[config.mk]
export PLATFORM = sky130hd
export DESIGN_NAME = sp_offset_adder
export DESIGN_NICKNAME = d
export VERILOG_FILES = /design/src/rtl/sof_pkg.sv /design/src/rtl/sof_rst_sync.sv /design/src/rtl/sof_core.sv /design/src/rtl/sof_out_reg.sv /design/src/rtl/sp_offset_adder.sv
export SDC_FILE = /design/constraint.sdc
export NUM_CORES = 1
export LEC_CHECK = 0
export CAP_MARGIN = 0
export CORE_MARGIN = 8
export CORE_UTILIZATION = 43
export DETAILED_ROUTE_END_ITERATION = 8
export PLACE_DENSITY_LB_ADDON = 0.2
export RECOVER_POWER = 25
export SLEW_MARGIN = 10
export SYNTH_ARGS = -nofsm -noshare
export SYNTH_HDL_FRONTEND = slang
export SYNTH_SLANG_ARGS = --single-unit
[constraint.sdc]
create_clock -name clk -period 0.8 [get_ports clk]
set_input_delay 0.08 -clock clk [delete_from_list [all_inputs] [get_ports clk]]
set_output_delay 0.08 -clock clk [all_outputs]
set_load 0.01 [all_outputs]
[src/rtl/sof_pkg.sv]
package sof_pkg;
  parameter int unsigned BASE_W = 16;
  parameter int unsigned OFFS_W = 8;
  parameter int unsigned FLAG_W = 8;
  localparam int unsigned NIB_W = OFFS_W / 2;

  // Bit positions of the status byte
  localparam int unsigned FZ_BIT = 7;
  localparam int unsigned FN_BIT = 6;
  localparam int unsigned FH_BIT = 5;
  localparam int unsigned FC_BIT = 4;

  typedef struct packed {
    logic z;
    logic n;
    logic h;
    logic c;
  } flag_t;
endpackage

[src/rtl/sof_rst_sync.sv]
module sof_rst_sync #(
  parameter int unsigned STAGES = 2
) (
  input  logic clk,
  input  logic rst_n,
  output logic rst_sync_n
);
  logic [STAGES-1:0] chain_q;

  always_ff @(posedge clk or negedge rst_n) begin
    if (!rst_n) chain_q <= '0;
    else        chain_q <= {chain_q[STAGES-2:0], 1'b1};
  end

  assign rst_sync_n = chain_q[STAGES-1];
endmodule

[src/rtl/sof_core.sv]
module sof_core
  import sof_pkg::*;
#(
  parameter int unsigned BW = 16,
  parameter int unsigned OW = 8
) (
  input  logic [BW-1:0] base,
  input  logic [OW-1:0] offs,
  output logic [BW-1:0] sum,
  output flag_t         flg
);
  localparam int unsigned HW = OW / 2;

  logic [BW-1:0] offs_ext;
  logic [HW:0]   nib_sum;
  logic [OW:0]   byte_sum;

  always_comb begin
    offs_ext = {{(BW-OW){offs[OW-1]}}, offs};
    sum      = base + offs_ext;
    nib_sum  = {1'b0, base[HW-1:0]} + {1'b0, offs[HW-1:0]};
    byte_sum = {1'b0, base[OW-1:0]} + {1'b0, offs};
    flg.z    = 1'b0;
    flg.n    = 1'b0;
    flg.h    = nib_sum[HW];
    flg.c    = byte_sum[OW];
  end
endmodule

[src/rtl/sof_out_reg.sv]
module sof_out_reg
  import sof_pkg::*;
#(
  parameter int unsigned BW = 16,
  parameter int unsigned FW = 8
) (
  input  logic          clk,
  input  logic          rst_n,
  input  logic          en,
  input  logic [BW-1:0] sum_d,
  input  flag_t         flg_d,
  output logic [BW-1:0] sum_q,
  output logic [FW-1:0] flags_q,
  output logic          vld_q
);
  logic [BW-1:0] sum_nx;
  logic [FW-1:0] flags_nx, flags_pack;
  logic          vld_nx;

  always_comb begin
    flags_pack         = '0;
    flags_pack[FZ_BIT] = flg_d.z;
    flags_pack[FN_BIT] = flg_d.n;
    flags_pack[FH_BIT] = flg_d.h;
    flags_pack[FC_BIT] = flg_d.c;
    sum_nx   = en ? sum_d : sum_q;
    flags_nx = en ? flags_pack : flags_q;
    vld_nx   = en;
  end

  always_ff @(posedge clk or negedge rst_n) begin
    if (!rst_n) begin
      sum_q   <= '0;
      flags_q <= '0;
      vld_q   <= 1'b0;
    end else begin
      sum_q   <= sum_nx;
      flags_q <= flags_nx;
      vld_q   <= vld_nx;
    end
  end
endmodule

[src/rtl/sp_offset_adder.sv]
module sp_offset_adder
  import sof_pkg::*;
#(
  parameter int unsigned BW = 16,
  parameter int unsigned OW = 8,
  parameter int unsigned FW = 8
) (
  input  logic          clk,
  input  logic          rst_n,
  input  logic          start,
  input  logic [BW-1:0] sp_in,
  input  logic [OW-1:0] offs_in,
  output logic [BW-1:0] sum_out,
  output logic [FW-1:0] flags_out,
  output logic          done
);
  logic          rst_int_n;
  logic [BW-1:0] core_sum;
  flag_t         core_flg;

  sof_rst_sync #(.STAGES(2)) u_rst (
    .clk(clk), .rst_n(rst_n), .rst_sync_n(rst_int_n)
  );

  sof_core #(.BW(BW), .OW(OW)) u_core (
    .base(sp_in), .offs(offs_in), .sum(core_sum), .flg(core_flg)
  );

  sof_out_reg #(.BW(BW), .FW(FW)) u_reg (
    .clk(clk), .rst_n(rst_int_n), .en(start),
    .sum_d(core_sum), .flg_d(core_flg),
    .sum_q(sum_out), .flags_q(flags_out), .vld_q(done)
  );
endmodule

==> results of run 1 <==
==> power by group <==
part | total, mW | switching, mW | internal, mW | leakage, nW
Sequential | 1.38 | 0.124 | 1.26 | 0.245
Combinational | 2.65 | 1.19 | 1.46 | 1.15
Clock | 0.660 | 0.306 | 0.354 | 0.0228
==> stage by stage <==
step	total power [mW]	setup TNS, ns	utilization	instance area [sq um]
final	4.69	-11.42	0.829	3240
after global routing	4.91	-12.36	0.829	3240
after CTS	4.41	-10.45	0.790	3090
after detailed placement	3.43	-23.80	0.683	2670
after global placement	3.37	-23.01	0.683	2670
after floorplan	2.42	-9.53	-	1900
==> cell type report <==
| cell class | instances | area, sq um |
|---|---|---|
| well taps | 50 | 62.6 |
| fillers | 218 | 669 |
| inverters | 4 | 17.5 |
| repair buffers | 120 | 1010 |
| clock buffers | 4 | 45.0 |
| multi-input cells | 139 | 1580 |
| flip-flops and latches | 21 | 526 |
==> worst register-to-register path, cell delays in order, from the launching register on <==
cell	delay, ns
dfrtp_1	0.40
o2bb2ai_1	0.14
or3b_1	0.41
==> cell usage in the layout, fill, tap and decap left out, drive strengths merged, types with 5 or more instances in the layout <==
cell         count
clkbuf           7
nand3            7
a21oi           18
xnor2            7
dlygate4sd2      5
conb             7
ha              15
nand4            5
dfrtp           21
buf            107
nor2            12
nand2           10
mux2             9
==> cell families after synthesis <==
family                   count (synthesis)  synth area share
buffers and inverters                   17            0.0633
AND/OR/NAND/NOR                         51             0.160
AO/OA/AOI/OAI                           48             0.244
XOR/XNOR                                 8            0.0407
flip-flops                              21             0.305
multiplexers                             9            0.0611
adder cells (fa/ha/maj)                 16             0.121
other                                    2           0.00437
==> repair_timing <==
item / 4_1_cts / 5_1_grt
resized for setup: 221 / 30
hold buffers: 1 / 0
setup endpoints to repair: 37 / 36
pin swaps: 43 / 24
hold endpoints to repair: 2 / 0
buffers inserted: 21 / 13
==> sequential cells by signal (all words and copies together) (netlist names) <==
register and count:
u_reg.flags_q 2, u_reg.sum_q 16, u_reg.vld_q 1, u_rst.chain_q 2
==> path summary, 6_finish.rpt <==
path / start / endpoint / slack, ns
max in group asynchronous: rst_n / u_rst.chain_q[0]$_DFF_PN0_ / 0.13
worst min register to register: u_rst.chain_q[1]$_DFF_PN0_ / u_reg.sum_q[13]$_DFFE_PN0P_ / 0.05
worst max-delay path: offs_in[7] / u_reg.sum_q[15]$_DFFE_PN0P_ / -0.99
min in group clk: offs_in[0] / u_reg.sum_q[0]$_DFFE_PN0P_ / 0.18
worst min-delay path: u_rst.chain_q[1]$_DFF_PN0_ / u_reg.sum_q[13]$_DFFE_PN0P_ / 0.05
worst max register to register: u_reg.sum_q[11]$_DFFE_PN0P_ / u_reg.sum_q[11]$_DFFE_PN0P_ / -0.27
==> layer usage <==
metal | global-route usage | vias to the layer above
li1 | - | 862
met1 | 0.224 | 932
met2 | 0.366 | 97
met3 | 0.0339 | 29
met4 | 0.102 | 0
met5 | 0 | -
==> metrics.cfg, run 1 <==
[worst_setup_path]
path_delay_family = simple AND/OR/NAND/NOR gates
cp_common_cell = nand4_1
critical_path.cell_chain = buf_8, buf_12, buf_4, ha_4, nand4_1, nor2_2, nand4_1, and3_4, o31a_1
cpMaxStageDelayCell = ha_4
cp.arrival_ns = 1.92
crit_required_ns = 0.93
rr_worst_depth = 2
cp-start-kind = input port
cp-end-kind = register
path_class = in -> reg
path_depth = 9
path_buf_inv = 3
cpPeakStageDelay_ns = 0.29
critPathMaxFanout = 5

[floorplan]
dieArea_sq_um = 6280
coreArea_sq_um = 3910
die_y_um = 79.3
rows = 23
ioPinCount = 52
die_w_um = 79.3
initial_core_util = 0.440

[sta]
finalCriticalPeriod_ns = 1.79
min_period_over_period = 2.23
finalHoldViolCount = 0
max_clock_freq_mhz = 560
setup_violations = 36
setup_ws_ns = -0.987
skew_ns = 0.00150
grt_setup_unrepaired = yes
hold_ws_ns = 0.0536
drv_slew = 0

[global_routing]
grt-ovfl-total = 0
grt_use_total = 0.203
grt_pass1_vias = 2086
grt_max_degree = 17
grt_pass1_wl_mm = 10.1
antenna_found_initial = 0

[routing]
via_count = 1920
top_layer_used = met4
ant_nets = 0
wirelength_mm = 6.97
dr_wl_met2_mm = 3.62
avgRoutedWirePerCell_um = 20.6
viasPerCell = 5.68
dr_wl_met3_um = 385
m1WireLength_mm = 2.66
drc = 0
drt_iter0_markers = 123
drt_pre_antenna_iters = 4

[yosys]
synth_cell_types = 51
synth_commonest_cells = dfrtp_1 (21), ha_1 (15), nor2_1 (12)
synth.largest_area_cell = dfrtp_1
seq_area_frac_synth = 0.305
syn-instance-count = 172
syn_avg_cell_area_sq_um = 10.0
synth_top_area_frac = 0.305
ys_ff_latch = 21
synth_most_common_cell = dfrtp_1
syn_area_sq_um = 1720
ys_warn_count = 0
synthArstFlopShare = 1.00
synthFlopType = dfrtp_1
synth-edff-count = 0
ys_top_cells_by_area = dfrtp_1 (31%), ha_1 (11%), mux2_2 (5.2%), xnor2_1 (3.6%), a21oi_1 (3.2%)

[clock_tree]
clockBufferDepth = 2
cts_buffers = 3
clock-root-buffer = clkbuf_8
clock-sinks = 21
cts_tree = yes
htreeDepth = 1
clk_pin_slew_ns = 0.07
worstSkewPairLatency_ns = 0.25

[status]
status = finished, violations left
violations = negative setup slack

[layout]
final_nets = 332
antennaDiodeCount = 0
layout.cells.non_filler = 338
area_delta_synth_final_pct = 88.6
drive_gt1_frac = 0.660

[worst_hold_path]
min_path_type = reg -> async

[placed_design]
dp_cells = 305
gp_congestion = 0.852
hpwl_mm = 4.26
preCtsSetupSlack_ns = -1.44
port_buffers = 45

[power]
vdd_drop_max_uv = 1690
total_leakage_power_nw = 1.42
p_per_area_nw_per_um2 = 1450

[job]
drv_cap = 0

Power figures use the tool's default switching activity.
==> inputs of run 2 (changes only) <==
--- a/config.mk
+++ b/config.mk
@@ -5,9 +5,11 @@
 export SDC_FILE = /design/constraint.sdc
 export NUM_CORES = 1
 export LEC_CHECK = 0
+export ABC_AREA = 1
 export CAP_MARGIN = 0
 export CORE_MARGIN = 8
-export CORE_UTILIZATION = 43
+export CORE_UTILIZATION = 42
+export CTS_CLUSTER_SIZE = 16
 export DETAILED_ROUTE_END_ITERATION = 8
 export PLACE_DENSITY_LB_ADDON = 0.2
 export RECOVER_POWER = 25
==> run 2 against run 1 <==
Against the previous run:
- the flow still finishes with violations (negative setup slack)
- flip-flop and latch count is the same
- clock-buffer cell count shrank 1
- first-iteration DRC count shrank 29%
- cell count grew 17%
- critical endpoint is now u_reg.sum_q[6]$_DFFE_PN0P_
- largest cell class unchanged
- highest routed layer unchanged
==> metrics.cfg, run 2 <==
[sta]
setup_violations = 35  ; was 36
finalHoldViolCount = 0  ; unchanged
drv_slew = 0  ; unchanged
fin_tns_setup_ns = -6.03  ; was -11.42 ns
finalCriticalPeriod_ns = 1.28  ; was 1.79 ns
skew_ns = 0.00487  ; was 0.00150 ns
setup_ws_ns = -0.478  ; was -0.987 ns
grt_setup_unrepaired = yes  ; unchanged
hold_ws_ns = 0.132  ; was 0.0536 ns
max_clock_freq_mhz = 782  ; was 560 MHz
min_period_over_period = 1.60  ; was 2.23

[floorplan]
die_y_um = 79.2  ; was 79.3 um
ioPinCount = 52  ; unchanged
die_w_um = 79.2  ; was 79.3 um
rows = 23  ; unchanged
initial_core_util = 0.429  ; was 0.440
coreArea_sq_um = 3910  ; unchanged
dieArea_sq_um = 6270  ; was 6280 sq um

[status]
violations = negative setup slack  ; unchanged
status = finished, violations left  ; unchanged

[layout]
top_register = u_reg.sum_q  ; unchanged
final_common_cell = nand2_1  ; was buf_4
final_cell_mix = nand2_1 (71), buf_4 (33), inv_1 (30)  ; was buf_4 (59), buf_6 (31), dfrtp_1 (21)
final_nets = 388  ; was 332
fin_util = 0.764  ; was 0.829
antennaDiodeCount = 0  ; unchanged
largest_reg_flops = 16  ; unchanged
layout.cells.non_filler = 394  ; was 338
top_regs = u_reg.sum_q x16, u_reg.flags_q x2, u_rst.chain_q x2  ; unchanged
fin_area_sq_um = 2990  ; was 3240 sq um
drive_gt1_frac = 0.497  ; was 0.660
area_delta_synth_final_pct = 78.2  ; was 88.6%

[worst_setup_path]
cp.arrival_ns = 1.44  ; was 1.92 ns
cp-startpoint = offs_in[0]  ; was offs_in[7]
path_buf_inv = 1  ; was 3
cp-end-kind = register  ; unchanged
cpMaxStageDelayCell = fa_2  ; was ha_4
critical_path.cell_chain = buf_6, ha_4, fa_2, nand2_2, nand2_2, nand3b_1, nand2_2, or2_0, nand3_1, nand2_1  ; was buf_8, buf_12, buf_4, ha_4, nand4_1, nor2_2, nand4_1, and3_4, o31a_1
cpPeakStageDelay_ns = 0.35  ; was 0.29 ns
cp_common_cell = nand2_2  ; was nand4_1
path_class = in -> reg  ; unchanged
r2r_start = u_reg.flags_q[5]$_DFFE_PN0P_  ; was u_reg.sum_q[11]$_DFFE_PN0P_
cp-start-kind = input port  ; unchanged
path_delay_family = simple AND/OR/NAND/NOR gates  ; unchanged
critPathMaxFanout = 4  ; was 5
crit_required_ns = 0.96  ; was 0.93 ns

[routing]
via_count = 1940  ; was 1,920
drc = 0  ; unchanged
ant_nets = 0  ; unchanged
avgRoutedWirePerCell_um = 14.5  ; was 20.6 um
drt_pre_antenna_iters = 5  ; was 4
viasPerCell = 4.92  ; was 5.68
wirelength_mm = 5.72  ; was 6.97 mm
drt_iter0_markers = 87  ; was 123

[yosys]
synthFlopType = dfrtp_1  ; unchanged
syn_avg_cell_area_sq_um = 6.58  ; was 10.0 sq um
synth-edff-count = 0  ; unchanged
synth_commonest_cells = nand2_1 (108), inv_1 (38), dfrtp_1 (21)  ; was dfrtp_1 (21), ha_1 (15), nor2_1 (12)
synth_cell_types = 24  ; was 51
syn_area_sq_um = 1680  ; was 1720 sq um
syn-instance-count = 255  ; was 172
ys_top_cells_by_area = dfrtp_1 (31%), nand2_1 (24%), ha_1 (11%), inv_1 (8.5%), nand3_1 (4.8%)  ; was dfrtp_1 (31%), ha_1 (11%), mux2_2 (5.2%), xnor2_1 (3.6%), a21oi_1 (3.2%)
synth_top_area_frac = 0.313  ; was 0.305
synthArstFlopShare = 1.00  ; unchanged
synth.largest_area_cell = dfrtp_1  ; unchanged
ys_warn_count = 0  ; unchanged
ys_ff_latch = 21  ; unchanged
synth_most_common_cell = nand2_1  ; was dfrtp_1
seq_area_frac_synth = 0.313  ; was 0.305

[global_routing]
antenna_found_initial = 0  ; unchanged
grt_use_total = 0.177  ; was 0.203
grt_max_degree = 20  ; was 17
grt-ovfl-total = 0  ; unchanged
grt_pass1_vias = 2078  ; was 2,086
grt_pass1_wl_mm = 9.02  ; was 10.1 mm

[worst_hold_path]
hold_path_startpoint = sp_in[0]
min_path_type = in -> reg  ; was reg -> async

[power]
internal-power_mw = 2.64  ; was 3.07 mW
vdd_drop_max_uv = 1270  ; was 1690 uV
total_power_mw = 4.20  ; was 4.69 mW
combPwrFrac = 0.517  ; was 0.565
power_frac_seq = 0.314  ; was 0.294
p_clk_frac = 0.170  ; was 0.141
p_per_area_nw_per_um2 = 1400  ; was 1450 nW/um^2
power.switching_mw = 1.55  ; was 1.62 mW
total_leakage_power_nw = 1.57  ; was 1.42 nW
sw_frac_of_total = 0.370  ; was 0.345

[clock_tree]
clockBufferDepth = 2  ; unchanged
worstSkewPairLatency_ns = 0.26  ; was 0.25 ns
clock-sinks = 21  ; unchanged
htreeDepth = 1  ; unchanged
cts_tree = yes  ; unchanged
clock-root-buffer = clkbuf_8  ; unchanged
cts_buffers = 3  ; unchanged
clk_pin_slew_ns = 0.08  ; was 0.07 ns

[placed_design]
dpl_cell_area_sq_um = 2570  ; was 2670 sq um
gp_congestion = 0.832  ; was 0.852
hpwl_mm = 3.90  ; was 4.26 mm
dp_cells = 370  ; was 305
preCtsSetupSlack_ns = -1.04  ; was -1.44 ns
port_buffers = 45  ; unchanged

[job]
drv_cap = 0  ; unchanged

## run 2: changes by cell type after synthesis, sizes merged, moves of 3 or more
cell    delta
a211oi     -3
a21o       -3
a21oi     -10
and3       -3
inv       +34
mux2       -9
nand2     +99
nand3     +10
nand3b     +3
nand4      -4
o211ai     -4
o21ai      +4
## run 2: path summary, 6_finish.rpt
check,to,slack [ns],depth (start not counted)
max in group asynchronous,u_rst.chain_q[0]$_DFF_PN0_,0.16,2
hold reg to reg,u_reg.vld_q$_DFF_PN0_,0.20,1
setup / recovery,u_reg.sum_q[6]$_DFFE_PN0P_,-0.48,10
setup reg to reg,u_reg.flags_q[5]$_DFFE_PN0P_,-0.10,4
min in group asynchronous,u_reg.vld_q$_DFF_PN0_,0.20,1
hold / removal,u_reg.sum_q[0]$_DFFE_PN0P_,0.13,4
## run 2: metal layers
metal	share of wire	vias to the layer above	wire [um]	track usage
met5	0	-	0	0
met4	0.031	0	180	0.0778
met3	0.048	12	273	0.0451
met2	0.56	61	3180	0.331
met1	0.36	914	2090	0.181
li1	-	953	-	-
## run 2: power by group through the flow
stage / Sequential [mW] / Combinational (mW) / Clock (mW)
after floorplan: 1.40 / 0.808 / 0
after global placement: 1.32 / 1.70 / 0
after detailed placement: 1.33 / 1.74 / 0
after CTS: 1.30 / 1.95 / 0.713
after global routing: 1.34 / 2.36 / 0.773
final: 1.32 / 2.17 / 0.713
## run 2: cell type report
cell class,instances,area [sq um]
clock buffer,3,41.3
clock inverter,1,7.51
fill,287,923
inverter,38,145
multi-input combinational,192,1480
sequential,21,526
tap,50,62.6
timing repair buffer,89,727
## run 2: tightest hold or removal path, stage by stage
cell and delay (ns):
buf_6 0.07, ha_4 0.11, nand2_1 0.04, nand2_1 0.06
## run 2: kinds of logic after synthesis
kind of cell               count (synthesis)  share of synthesized area
adders and majority gates                 16                      0.124
AOI/OAI and AO/OA                         16                     0.0485
DFF                                       21                      0.313
buffers and inverters                     47                      0.119
other                                      2                    0.00448
xor gates and xnor gates                   5                     0.0261
and+or+nand+nor                          148                      0.365
## run 2: repair_timing
action | in CTS | in global routing
endpoints found under the hold margin | 2 | 0
endpoints found under the setup margin | 37 | 35
buffers inserted | 15 | 8
hold buffers | 1 | 0
pin swaps | 58 | 36
gates resized for setup | 224 | 28
